<file path="config.mk">
export PLATFORM = sky130hd
export DESIGN_NAME = adc_uart_bridge
export DESIGN_NICKNAME = d
export VERILOG_FILES = /design/src/rtl/adcb_pkg.sv /design/src/rtl/adcb_tick.sv /design/src/rtl/adcb_rx.sv /design/src/rtl/adcb_tx.sv /design/src/rtl/adc_uart_bridge.sv
export SDC_FILE = /design/constraint.sdc
export NUM_CORES = 1
export LEC_CHECK = 0
export ABC_AREA = 1
export BUFFER_PORTS_ARGS = -buffer_cell sky130_fd_sc_hd__buf_4
export CORE_MARGIN = 5
export CORE_UTILIZATION = 60
export DETAILED_ROUTE_END_ITERATION = 6
export GPL_TIMING_DRIVEN = 0
export PLACE_DENSITY_LB_ADDON = 0.05
export SKIP_LAST_GASP = 1
export SLEW_MARGIN = 20
export SYNTH_ARGS = -nofsm -noshare
export SYNTH_HDL_FRONTEND = slang
export SYNTH_SLANG_ARGS = --single-unit
</file>
<file path="constraint.sdc">
create_clock -name clk -period 1.6 [get_ports clk]
set_input_delay 0.4 -clock clk [delete_from_list [all_inputs] [get_ports clk]]
set_output_delay 0.4 -clock clk [all_outputs]
set_load 0.005 [all_outputs]
</file>
<file path="src/rtl/adcb_pkg.sv">
package adcb_pkg;
    typedef enum logic [1:0] {
        RX_IDLE  = 2'd0,
        RX_START = 2'd1,
        RX_DATA  = 2'd2,
        RX_STOP  = 2'd3
    } rx_state_e;
endpackage

</file>
<file path="src/rtl/adcb_tick.sv">
module adcb_tick #(
    parameter int DIV = 325
) (
    input  logic clk,
    input  logic rst_n,
    output logic tick_o
);
    generate
        if (DIV <= 1) begin : g_every
            assign tick_o = 1'b1;
        end else begin : g_count
            localparam int CW = $clog2(DIV);
            localparam logic [CW-1:0] LAST = CW'(DIV - 1);
            logic [CW-1:0] cnt_d, cnt_q;

            always_comb begin
                cnt_d = (cnt_q == LAST) ? '0 : cnt_q + 1'b1;
            end

            always_ff @(posedge clk or negedge rst_n) begin
                if (!rst_n) cnt_q <= '0;
                else        cnt_q <= cnt_d;
            end

            assign tick_o = (cnt_q == LAST);
        end
    endgenerate
endmodule

</file>
<file path="src/rtl/adcb_rx.sv">
module adcb_rx
    import adcb_pkg::*;
#(
    parameter int OVS = 16,
    parameter int DW  = 8
) (
    input  logic clk,
    input  logic rst_n,
    input  logic tick,
    input  logic rxd,
    output logic valid_o,
    output logic ferr_o
);
    localparam int CW = $clog2(OVS);
    localparam int IW = $clog2(DW) + 1;
    localparam logic [CW-1:0] LAST = CW'(OVS - 1);
    localparam logic [CW-1:0] HALF = CW'(OVS / 2 - 1);
    localparam logic [IW-1:0] TOPB = IW'(DW - 1);

    typedef struct packed {
        rx_state_e     state;
        logic          s1;
        logic          s2;
        logic [CW-1:0] cnt;
        logic [IW-1:0] idx;
        logic          valid;
        logic          ferr;
    } rx_regs_t;

    rx_regs_t d, q;

    always_comb begin
        d       = q;
        d.s1    = rxd;
        d.s2    = q.s1;
        d.valid = 1'b0;
        d.ferr  = 1'b0;
        case (q.state)
            RX_IDLE: begin
                if (!q.s2) begin
                    d.state = RX_START;
                    d.cnt   = '0;
                end
            end
            RX_START: begin
                if (tick) begin
                    if (q.cnt == HALF) begin
                        d.cnt   = '0;
                        d.idx   = '0;
                        d.state = q.s2 ? RX_IDLE : RX_DATA;
                    end else begin
                        d.cnt = q.cnt + 1'b1;
                    end
                end
            end
            RX_DATA: begin
                if (tick) begin
                    if (q.cnt == LAST) begin
                        d.cnt = '0;
                        if (q.idx == TOPB) d.state = RX_STOP;
                        else               d.idx   = q.idx + 1'b1;
                    end else begin
                        d.cnt = q.cnt + 1'b1;
                    end
                end
            end
            default: begin
                if (tick) begin
                    if (q.cnt == LAST) begin
                        d.valid = q.s2;
                        d.ferr  = !q.s2;
                        d.state = RX_IDLE;
                    end else begin
                        d.cnt = q.cnt + 1'b1;
                    end
                end
            end
        endcase
    end

    always_ff @(posedge clk or negedge rst_n) begin
        if (!rst_n) begin
            q       <= '0;
            q.state <= RX_IDLE;
            q.s1    <= 1'b1;
            q.s2    <= 1'b1;
        end else begin
            q <= d;
        end
    end

    assign valid_o = q.valid;
    assign ferr_o  = q.ferr;
endmodule

</file>
<file path="src/rtl/adcb_tx.sv">
module adcb_tx #(
    parameter int OVS = 16,
    parameter int DW  = 8
) (
    input  logic          clk,
    input  logic          rst_n,
    input  logic          tick,
    input  logic          load,
    input  logic [DW-1:0] data,
    output logic          txd_o,
    output logic          busy_o
);
    localparam int FW = DW + 2;
    localparam int CW = $clog2(OVS);
    localparam int LW = $clog2(FW);
    localparam logic [CW-1:0] LAST = CW'(OVS - 1);

    typedef struct packed {
        logic [FW-1:0] shift;
        logic [CW-1:0] cnt;
        logic [LW-1:0] left;
        logic          busy;
    } tx_regs_t;

    tx_regs_t d, q;

    always_comb begin
        d = q;
        if (!q.busy) begin
            if (load) begin
                d.shift = {1'b1, data, 1'b0};
                d.cnt   = '0;
                d.left  = LW'(FW - 1);
                d.busy  = 1'b1;
            end
        end else if (tick) begin
            if (q.cnt == LAST) begin
                d.cnt = '0;
                if (q.left == '0) begin
                    d.busy  = 1'b0;
                    d.shift = '1;
                end else begin
                    d.shift = {1'b1, q.shift[FW-1:1]};
                    d.left  = q.left - 1'b1;
                end
            end else begin
                d.cnt = q.cnt + 1'b1;
            end
        end
    end

    always_ff @(posedge clk or negedge rst_n) begin
        if (!rst_n) begin
            q       <= '0;
            q.shift <= '1;
        end else begin
            q <= d;
        end
    end

    assign txd_o  = q.shift[0];
    assign busy_o = q.busy;
endmodule

</file>
<file path="src/rtl/adc_uart_bridge.sv">
module adc_uart_bridge #(
    parameter int CLK_HZ = 50_000_000,
    parameter int BAUD   = 9600,
    parameter int OVS    = 16,
    parameter int DW     = 8
) (
    input  logic          clk,
    input  logic          rst_n,
    input  logic          rxd,
    output logic          txd,
    output logic          adc_start_n,
    input  logic          adc_eoc_n,
    input  logic [DW-1:0] adc_data,
    output logic          frame_err
);
    localparam int DIV = CLK_HZ / (BAUD * OVS);

    typedef struct packed {
        logic flag;
        logic e1;
        logic e2;
        logic e3;
    } ctl_regs_t;

    ctl_regs_t d, q;
    logic tick, rx_valid, tx_busy, eoc_fall, tx_load;

    adcb_tick #(.DIV(DIV)) i_tick (
        .clk(clk), .rst_n(rst_n), .tick_o(tick)
    );

    adcb_rx #(.OVS(OVS), .DW(DW)) i_rx (
        .clk(clk), .rst_n(rst_n), .tick(tick), .rxd(rxd),
        .valid_o(rx_valid), .ferr_o(frame_err)
    );

    adcb_tx #(.OVS(OVS), .DW(DW)) i_tx (
        .clk(clk), .rst_n(rst_n), .tick(tick), .load(tx_load),
        .data(adc_data), .txd_o(txd), .busy_o(tx_busy)
    );

    assign eoc_fall = q.e3 && !q.e2;
    assign tx_load  = q.flag && eoc_fall;

    always_comb begin
        d    = q;
        d.e1 = adc_eoc_n;
        d.e2 = q.e1;
        d.e3 = q.e2;
        if (tx_load)
            d.flag = 1'b0;
        else if (rx_valid && !q.flag && !tx_busy)
            d.flag = 1'b1;
    end

    always_ff @(posedge clk or negedge rst_n) begin
        if (!rst_n) q <= '{flag: 1'b0, e1: 1'b1, e2: 1'b1, e3: 1'b1};
        else        q <= d;
    end

    assign adc_start_n = q.flag;
endmodule

</file>
==> flow_summary.yaml <==
pwr:
  power_density_nw_per_um2: 720.2
  power.leakage_uw: 0.001372
  peakVddDrop_uv: 630.8
sta:
  relSlewSlack_pct: 62.29
  hold_viol_final: 0
  final.setup.worst_slack_ns: 0.08887
  fin_crit_sh_pct: 94.45
  rsz0062_at_grt: "yes"
  slew_violations: 0
  fmax_ghz: 0.6618
  finalClockSkew_ns: 0.007150
  tightest_slew_ns: 0.5656
  setup_viol: 0
  period_minus_slack_ns: 1.511
routing:
  ant_nets: 0
  drt_wl_total_microns: 4552
  drcViolationCount: 0
  vias: 1926
  vias_per_cell: 5.136
  drt_iter0_markers: 79
  routedWlPerCell_microns: 12.14
  first_pass_iters: 4
logic_synthesis:
  synthArstFlopShare_pct: 100.0
  synth.distinct_cells: 29
  yosysTopAreaCellShare_pct: 32.38
  yosysMostFrequentCell: "nand2_1"
  synth_edf_count: 0
  synth_cells: 293
  synth_nets: 312
  synth_area_leaders: "dfrtp_1, dfstp_2, nand2_1"
  ys.flop_type: "dfrtp_1"
  synth_commonest_cells: "nand2_1, nand3_1, nor2_1, dfrtp_1, inv_1"
  ys_seq_area_share_pct: 48.83
  yosysTopAreaCell: "dfrtp_1"
  synth_area_sq_um: 2396
  ys_warn_count: 0
  synth.avg_cell_area_sq_um: 8.178
  synth_seq_cells: 46
cts:
  cts_buffer_depth: 2
  cts_tree: "done"
  path_clk_slew_ns: 0.08
  cts-buffers-inserted: 5
  cts-hold-fix-buffers: 0
  worstSkewPairLatency_ns: 0.30
  htreeDepth: 2
  cts.sinks: 46
  root_buffer: "clkbuf_8"
worst_setup_path:
  worstSetupPathType: "reg2reg"
  crit_slowest_cell: "dfrtp_1"
  reg2reg_depth: 9
  cpLargestDelayFamily: "simple AND/OR/NAND/NOR gates"
  path_buf_inv: 3
  cp_cell_sequence: "inv_1 -> ha_1 -> nand2_1 -> nor2_4 -> buf_4 -> nand3_2 -> clkbuf_4 -> nand3_1 -> nand3_1"
  cpMostUsedCell: "nand3_1"
  required_ns: 1.82
  worst_r2r_endpoint: "i_tx.q[17]$_DFFE_PN1P_"
  reg2reg_from: "i_tick.g_count.cnt_q[0]$_DFF_PN0_"
  cp.arrival_ns: 1.73
  max_stage_delay_ns: 0.40
  start_kind: "register"
  end_kind: "register"
  regToRegSetupSlack_ns: 0.09
  critPathMaxFanout: 10
grt:
  antenna_found_initial: 0
  grt_usage_pct: 18.51
  grt_max_degree: 47
  grt_pass1_wl_microns: 7817
  grt_pass1_vias: 1889
  grt_overflow: 0
final_layout:
  multi_input_area_sq_um: 1102
  register_area_sq_um: 1170
  fill_cells: 308
  final_core_util_pct: 70.26
  layout-drive-gt1-share_pct: 23.69
  fin_nets: 343
  layout-area-overhead-vs-synth_pct: 15.61
  antenna_cells: 0
  fin_cells: 375
floorplanning:
  pin_count: 15
  die_x_microns: 73.20
  start_util_pct: 60.77
  die_height_microns: 73.20
  coreArea_sq_um: 3943
  rows: 23
  dieArea_sq_um: 5358
run_status:
  status: "finished, final reports clean"
placement:
  dp.cells: 357
  place_congestion: 0.8276
  numPortBuffers: 14
  dp_hpwl_microns: 3187
  post-place-ws_ns: 0.02714
hold_path:
  hold_path.class: "in2async"
job:
  drv_cap: 0
## cells by family after synthesis
family | Yosys count | synth area share (%)
fa+ha+maj | 7 | 3.655
compound gates | 24 | 5.326
buf+inv | 34 | 6.109
simple gates | 175 | 33.52
xor+xnor | 7 | 2.559
flops | 46 | 48.82
## flip-flops by register name, summed over array words and instances (netlist names)
name,cells
adc_start_n,1
d,2
i_rx.d,1
i_rx.ferr_o,1
i_rx.q,11
i_rx.valid_o,1
i_tick.g_count.cnt_q,9
i_tx.busy_o,1
i_tx.q,17
i_tx.txd_o,1
q,1
## layer usage
layer  share of wire [%]  global-route usage (%)  routed length [microns]
met5                   0                       0                        0
met1                  44                   22.47                     2017
met2                  50                   32.37                     2284
met4                 1.6                   5.943                       75
met3                 3.8                   4.132                      175
## through the flow
step	total power (uW)	setup TNS [ns]	cell area (sq um)	hold WS, ns
finish	1995	0	2770	0.08804
CTS	2011	0	2668	0.1122
floorplan	1200	0	2396	0.1044
global route	2064	-0.2216	2770	0.1329
global placement	1242	0	2564	0.3460
detailed placement	1243	0	2564	0.3479
## worst reg2reg max path: stages (launching register included)
cell,delay [ns]
dfrtp_1,0.40
inv_1,0.06
ha_1,0.14
nand2_1,0.08
nor2_4,0.15
buf_4,0.14
nand3_2,0.10
clkbuf_4,0.21
nand3_1,0.08
nand3_1,0.09
## report_power, final
group	leakage (uW)	internal (uW)	switching, uW
Sequential	0.000571	1170	3.01
Clock	0.0000561	397	378
Combinational	0.000745	17.2	25.3
## cell type report
type / count / share of cell area, %
flip-flops and latches: 46 / 42.23
clock inverters: 2 / 0.3613
repair buffers: 24 / 6.504
well taps: 50 / 2.258
plain buffers: 4 / 1.265
multi-input cells: 213 / 39.79
inverters: 30 / 4.201
clock buffers: 6 / 3.388
## how the worst max path moves through the flow
stage,to,slack (ns),cells after the start,start
after floorplan,i_rx.q[2]$_DFFE_PN0P_,0.24,9,i_tick.g_count.cnt_q[0]$_DFF_PN0_
after global placement,i_rx.q[5]$_DFFE_PN0P_,0.07,9,i_tick.g_count.cnt_q[0]$_DFF_PN0_
after detailed placement,i_rx.q[2]$_DFFE_PN0P_,0.03,9,i_tick.g_count.cnt_q[0]$_DFF_PN0_
after CTS,i_rx.q[2]$_DFFE_PN0P_,0.01,9,i_tick.g_count.cnt_q[0]$_DFF_PN0_
after global routing,i_tx.q[13]$_DFFE_PN1P_,-0.04,7,i_tx.q[5]$_DFFE_PN0P_
final,i_tx.q[17]$_DFFE_PN1P_,0.09,9,i_tick.g_count.cnt_q[0]$_DFF_PN0_
## placed cells by master, fill, tap and decap left out, types with 3 or more instances in the layout
cell type  count
nand2_1       70
nand3_1       41
nor2_1        36
dfrtp_1       31
inv_1         26
buf_4         24
dfstp_2       15
o21ai_0       10
nand2_2        9
a21oi_1        6
xor2_1         6
o21ai_1        6
ha_1           6
clkbuf_8       5
nand3_2        3
nand4_1        3
clkinv_2       3
## timing repair
item,in CTS,in global routing
setup endpoints to repair,0,22
hold endpoints to repair,0,0
buffers inserted,0,9
gates resized for setup,0,11
Power figures use the tool's default switching activity.
